<file path="src/rtl/ptw_pkg.sv">
package ptw_pkg;
  localparam int ENT_LSB   = 2;  // 4-byte table entries
  localparam int PERM_LSB  = 4;

  typedef enum logic [2:0] {ST_IDLE, ST_L1, ST_L2, ST_DONE, ST_FAULT} walk_st_e;
  typedef enum logic [1:0] {FLT_NONE = 2'b00, FLT_XLAT = 2'b01, FLT_PERM = 2'b10} fault_e;
  typedef enum logic [1:0] {PERM_NONE = 2'b00, PERM_PRIV = 2'b01,
                            PERM_URO = 2'b10, PERM_FULL = 2'b11} perm_e;
endpackage

</file>
<file path="src/rtl/ptw_addr_gen.sv">
module ptw_addr_gen #(
  parameter int ADDR_W   = 32,
  parameter int PAGE_W   = 12,
  parameter int L2_IDX_W = 8,
  localparam int L1_IDX_W  = ADDR_W - PAGE_W - L2_IDX_W,
  localparam int TBL_ALIGN = L1_IDX_W + ptw_pkg::ENT_LSB,
  localparam int L2B_LSB   = L2_IDX_W + ptw_pkg::ENT_LSB
) (
  input  logic [ADDR_W-TBL_ALIGN-1:0] base_i,
  input  logic [L1_IDX_W-1:0]         l1_idx_i,
  input  logic [ADDR_W-L2B_LSB-1:0]   l2_base_i,
  input  logic [L2_IDX_W-1:0]         l2_idx_i,
  input  logic [ADDR_W-PAGE_W-1:0]    frame_i,
  input  logic [PAGE_W-1:0]           offset_i,
  output logic [ADDR_W-1:0]           l1_addr_o,
  output logic [ADDR_W-1:0]           l2_addr_o,
  output logic [ADDR_W-1:0]           pa_o
);
  localparam logic [ptw_pkg::ENT_LSB-1:0] ENT_PAD = '0;

  assign l1_addr_o = {base_i, l1_idx_i, ENT_PAD};
  assign l2_addr_o = {l2_base_i, l2_idx_i, ENT_PAD};
  assign pa_o      = {frame_i, offset_i};
endmodule

</file>
<file path="src/rtl/ptw_perm_chk.sv">
module ptw_perm_chk
  import ptw_pkg::*;
(
  input  logic [1:0] perm_i,
  input  logic       user_i,
  input  logic       write_i,
  output logic       ok_o
);
  always_comb begin
    unique case (perm_e'(perm_i))
      PERM_NONE: ok_o = 1'b0;
      PERM_PRIV: ok_o = !user_i;
      PERM_URO:  ok_o = !(user_i && write_i);
      default:   ok_o = 1'b1;
    endcase
  end
endmodule

</file>
<file path="src/rtl/ptw_fsm.sv">
module ptw_fsm
  import ptw_pkg::*;
(
  input  logic     clk_i,
  input  logic     rst_ni,
  input  logic     req_fire_i,
  input  logic     rvalid_i,
  input  logic     entry_ok_i,
  input  logic     perm_ok_i,
  output walk_st_e st_o
);
  walk_st_e st_q, st_d;

  always_comb begin
    st_d = st_q;
    unique case (st_q)
      ST_IDLE: if (req_fire_i) st_d = ST_L1;
      ST_L1:   if (rvalid_i) st_d = entry_ok_i ? ST_L2 : ST_FAULT;
      ST_L2:   if (rvalid_i) st_d = (entry_ok_i && perm_ok_i) ? ST_DONE : ST_FAULT;
      default: st_d = ST_IDLE;
    endcase
  end

  always_ff @(posedge clk_i or negedge rst_ni) begin
    if (!rst_ni) st_q <= ST_IDLE;
    else         st_q <= st_d;
  end

  assign st_o = st_q;
endmodule

</file>
<file path="src/rtl/pt_walker.sv">
module pt_walker
  import ptw_pkg::*;
#(
  parameter int ADDR_W   = 32,
  parameter int PAGE_W   = 12,
  parameter int L2_IDX_W = 8,
  localparam int L1_IDX_W  = ADDR_W - PAGE_W - L2_IDX_W,
  localparam int TBL_ALIGN = L1_IDX_W + ENT_LSB,
  localparam int BASE_W    = ADDR_W - TBL_ALIGN
) (
  input  logic              clk_i,
  input  logic              rst_ni,
  input  logic              ttb_load_i,
  input  logic [BASE_W-1:0] ttb_data_i,
  input  logic              req_valid_i,
  output logic              req_ready_o,
  input  logic [ADDR_W-1:0] req_va_i,
  input  logic              req_user_i,
  input  logic              req_write_i,
  output logic              mem_req_o,
  output logic [ADDR_W-1:0] mem_addr_o,
  input  logic              mem_rvalid_i,
  input  logic [ADDR_W-1:0] mem_rdata_i,
  output logic              rsp_valid_o,
  output logic [ADDR_W-1:0] rsp_pa_o,
  output logic [1:0]        rsp_fault_o
);
  localparam int L2B_LSB = L2_IDX_W + ENT_LSB;
  localparam int VPN_LSB = PAGE_W + L2_IDX_W;

  walk_st_e          st;
  logic [BASE_W-1:0] base_q;
  logic [VPN_LSB-1:0] va_lo_q;
  logic              user_q, write_q;
  logic [ADDR_W-1:0] addr_q, pa_q;
  fault_e            fault_q;
  logic [ADDR_W-1:0] l1_addr, l2_addr, pa_calc;
  logic              req_fire, entry_ok, perm_ok;
  logic              unused_rdata;

  assign unused_rdata = ^mem_rdata_i;
  assign req_fire     = req_valid_i && (st == ST_IDLE);
  assign entry_ok     = mem_rdata_i[ENT_LSB-1:0] != '0;

  ptw_fsm u_fsm (
    .clk_i      (clk_i),
    .rst_ni     (rst_ni),
    .req_fire_i (req_fire),
    .rvalid_i   (mem_rvalid_i),
    .entry_ok_i (entry_ok),
    .perm_ok_i  (perm_ok),
    .st_o       (st)
  );

  ptw_addr_gen #(.ADDR_W(ADDR_W), .PAGE_W(PAGE_W), .L2_IDX_W(L2_IDX_W)) u_addr (
    .base_i    (base_q),
    .l1_idx_i  (req_va_i[ADDR_W-1:VPN_LSB]),
    .l2_base_i (mem_rdata_i[ADDR_W-1:L2B_LSB]),
    .l2_idx_i  (va_lo_q[VPN_LSB-1:PAGE_W]),
    .frame_i   (mem_rdata_i[ADDR_W-1:PAGE_W]),
    .offset_i  (va_lo_q[PAGE_W-1:0]),
    .l1_addr_o (l1_addr),
    .l2_addr_o (l2_addr),
    .pa_o      (pa_calc)
  );

  ptw_perm_chk u_perm (
    .perm_i  (mem_rdata_i[PERM_LSB+1:PERM_LSB]),
    .user_i  (user_q),
    .write_i (write_q),
    .ok_o    (perm_ok)
  );

  always_ff @(posedge clk_i or negedge rst_ni) begin
    if (!rst_ni) base_q <= '0;
    else if (ttb_load_i) base_q <= ttb_data_i;
  end

  always_ff @(posedge clk_i or negedge rst_ni) begin
    if (!rst_ni) begin
      va_lo_q <= '0;
      user_q  <= 1'b0;
      write_q <= 1'b0;
      addr_q  <= '0;
      pa_q    <= '0;
      fault_q <= FLT_NONE;
    end else if (req_fire) begin
      va_lo_q <= req_va_i[VPN_LSB-1:0];
      user_q  <= req_user_i;
      write_q <= req_write_i;
      addr_q  <= l1_addr;  // base as of this edge; a same-cycle load lands later
      pa_q    <= '0;
      fault_q <= FLT_NONE;
    end else if (mem_rvalid_i && st == ST_L1) begin
      if (entry_ok) addr_q  <= l2_addr;
      else          fault_q <= FLT_XLAT;
    end else if (mem_rvalid_i && st == ST_L2) begin
      if (!entry_ok)     fault_q <= FLT_XLAT;
      else if (!perm_ok) fault_q <= FLT_PERM;
      else               pa_q    <= pa_calc;
    end
  end

  assign req_ready_o = (st == ST_IDLE);
  assign mem_req_o   = (st == ST_L1) || (st == ST_L2);
  assign mem_addr_o  = addr_q;
  assign rsp_valid_o = (st == ST_DONE) || (st == ST_FAULT);
  assign rsp_pa_o    = pa_q;
  assign rsp_fault_o = fault_q;
endmodule

</file>
<file path="config.mk">
export PLATFORM = sky130hd
export DESIGN_NAME = pt_walker
export DESIGN_NICKNAME = d
export VERILOG_FILES = /design/src/rtl/ptw_pkg.sv /design/src/rtl/ptw_addr_gen.sv /design/src/rtl/ptw_perm_chk.sv /design/src/rtl/ptw_fsm.sv /design/src/rtl/pt_walker.sv
export SDC_FILE = /design/constraint.sdc
export NUM_CORES = 1
export LEC_CHECK = 0
export BUFFER_PORTS_ARGS = -buffer_cell sky130_fd_sc_hd__buf_2
export CAP_MARGIN = 10
export CELL_PAD_IN_SITES_DETAIL_PLACEMENT = 0
export CELL_PAD_IN_SITES_GLOBAL_PLACEMENT = 1
export CORE_MARGIN = 1.5
export CORE_UTILIZATION = 39
export CTS_BUF_LIST = sky130_fd_sc_hd__clkbuf_8
export DETAILED_ROUTE_END_ITERATION = 7
export HOLD_SLACK_MARGIN = 0.02
export PLACE_DENSITY_LB_ADDON = 0.2
export SLEW_MARGIN = 20
export SYNTH_ARGS = -nofsm -noshare
export SYNTH_HDL_FRONTEND = slang
export SYNTH_SLANG_ARGS = --single-unit
</file>
<file path="constraint.sdc">
create_clock -name clk_i -period 1.88 [get_ports clk_i]
set_input_delay 0.094 -clock clk_i [delete_from_list [all_inputs] [get_ports clk_i]]
set_output_delay 0.094 -clock clk_i [all_outputs]
set_load 0.02 [all_outputs]
</file>
==> results.md <==
* Largest area contributor in the netlist: dfrtp_1
* # setup viols final at 0
* Fill cells at around 1.0k
* Critical path launch point type: flop
* Fin worst setup slack at between 0.3 and 0.4 ns
* Clock transition at path regs at about 0.09 ns
* R2r setup slk at roughly 0.31 ns
* CTS buffer count at 9
* Largest net degree at the start of global routing at 80
* Antenna cells at 0
* Final core utilization at a little under three fifths
* DP Worst Slack at ~0.29 ns
* Post-Route WL at roughly 11,000 µm
* Die width at ~110 µm
* Total die area at between 10,000 and 15,000 µm²
* DRC Markers at 0
* Minimum clock period at about 1.6 ns
* Layout cells sized above 1 at between 30% and 40%
* Clock Latency Late Sink at about 0.37 ns
* Top FF cell, synth: dfrtp_1
* Port Buf Inserts at 149
* RSZ-0062 raised after global routing: no
* CTS tree: built
* Root buf cell: clkbuf_8
* Reg2reg end: va_lo_q[13]
* R2R depth at 4
* Hold Vio Cnt, Final at 0
* Footprint of the multi-input gates at ~1700 µm²
* GRT Overall Usage at about a fifth
* Worst Setup End Kind: flop
* Post-synth top area share at roughly three fifths
* Via/cell ratio at 4.86
* Leak Pwr at 3.16 nW
* Netlist cell types at 31
* RePlAce Congestion at 0.759
* Synth Cell Area at 4520 µm²
* Fmax at between 600 and 700 MHz
* FP Rows at 39
* Worst Hold Class: in2reg
* Vias in the first global route at around 3.7k
* Max clock buf depth at 2
* Critical path class: reg2reg
* CTS resizes at 0
* IO Count at 158
* First-pass DRT Iterations at 4
* EDFF count, synth at 0
* Placed Area at 5420 µm²
* Core area at 11,400 µm²
* Pwr dens at approximately 1300 nW/µm²
* DP HPWL at ~7200 µm
* Cell count after placement at between 600 and 700
* Top cells by area in the synthesized netlist: dfrtp_1 (59%), mux2_2 (10%), mux2i_1 (6.9%)
* Syn. warnings at 0
* Critical path fanouts, max at 38
* Chip height at between 100 and 150 µm
* CTS sink count at 107
* Global-route wire length before repair at 18,500 µm
* Syn_area_per_cell at approximately 11 µm²
* Initial antenna violation count at 0
* Crit path arrival time at between 1.5 and 2 ns
* FFs w/ async S/R, synth at 100%
* Gr ovfl total at 0
* Count leader, synth: dfrtp_1
* Seq/Total Area, Yosys at just under 60%
* Layout Cells excl Fill at 760
* Starting DRT DRC Count at between 150 and 200
* Final clock skew at roughly 0.012 ns
* Period utilization at 83.5%
* ANT nets after route at 0
* Final TNS setup at 0 ns
* Worst reg2reg path startpoint: u_fsm.st_o[1]
* H-tree depth at 3
* Yosys reg bits at ~110
* Hold Slack at 0.0871 ns
* Synthesized instance count at roughly 400
* Wirelength per Cell at between 10 and 15 µm
* Total Power Consumption at around 8.5 mW
* Sequential Area at about 2700 µm²
* CP startpoint: u_fsm.st_o[1]
* Peak supply drop at between 0.0007 and 0.0008 V
* Vias at 3,690
* Finished Cell Area at 6330 µm²
* Layout area overhead at 40.1%
* # Max-Cap Violations at 0
* CP Data Required Time at about 2.1 ns
* Slew Viols, Final at 0
* Post-CTS Setup Repair Bufs at 0
* Starting Density at 39.7%
* Hold Crit Start: mem_rvalid_i
* Worst Setup EP: va_lo_q[13]
* Final nets at roughly 700
* Top cells by count, synth: dfrtp_1 (107), mux2_2 (40), nand2_1 (35), nor2_1 (35), nand3_1 (32)
* Status: finished, final reports clean
-- sequential cells by signal, indices dropped and copies added, names as in the netlist --
register	flops
user_q	1
mem_addr_o	30
rsp_pa_o	32
write_q	1
rsp_fault_o	2
base_q	18
u_fsm.st_o	3
va_lo_q	20
-- repair_timing --
action | CTS | global route
endpoints found under the hold margin | 110 | 0
hold buffers | 75 | 0
setup endpoints to repair | 0 | 0
-- cell type report --
type,count,share of cell area [%]
inverters,1,0.0593
flip-flops and latches,107,42.3
well taps,143,2.83
clock buffers,10,2.17
repair buffers,236,25.7
clock inverters,4,0.336
multi-input cells,259,26.6
-- critical path, cell delays in order, from the launching register on --
cell and delay (ns):
dfrtp_1 0.48, nor3_2 0.10, nand2_4 0.09, buf_4 0.38, mux2_2 0.39
-- report_power, final --
part / internal, mW / switching [mW] / total [mW]
Sequential: 3.15 / 0.451 / 3.60
Combinational: 1.50 / 2.12 / 3.62
Clock: 0.496 / 0.746 / 1.24
Total: 5.14 / 3.32 / 8.46
-- cells in the final DEF (no fill, tap or decap), drive strengths merged, types with 2 or more instances in the layout --
cell / instances
clkbuf: 10
conb: 2
dlygate4sd3: 75
buf: 161
inv: 3
o21ai: 32
dfrtp: 107
mux2i: 31
nand4: 4
nor2b: 2
mux2: 40
nand3: 32
nor2: 36
nand2: 36
clkinv: 2
a21o: 2
a21oi: 31
-- cell families after synthesis --
group | Yosys count | share of synthesized area, %
compound gates | 69 | 8.08
xor+xnor | 1 | 0.194
buf+inv | 32 | 3.63
flops | 107 | 59.2
mux | 71 | 16.8
other cells | 1 | 0.0830
simple gates | 116 | 11.9
-- per-layer routing --
metal,vias to the layer above,GRT usage [%],share of wire (%)
met1,1761,24.1,43
met2,102,31.5,49
li1,1805,-,-
met5,-,0,0
met3,22,4.01,5.0
met4,0,8.80,2.8
-- worst min-delay path by stage --
stage / endpoint / slack (ns) / cells after the start
floorplan: base_q[0] / -0.20 / 0
CTS: u_fsm.st_o[1] / 0.06 / 3
detailed placement: write_q / 0.1 / 1
global route: u_fsm.st_o[1] / 0.1 / 3
global placement: user_q / 0.09 / 1
finish: u_fsm.st_o[1] / 0.09 / 3
(Power assumes the default switching activity.)
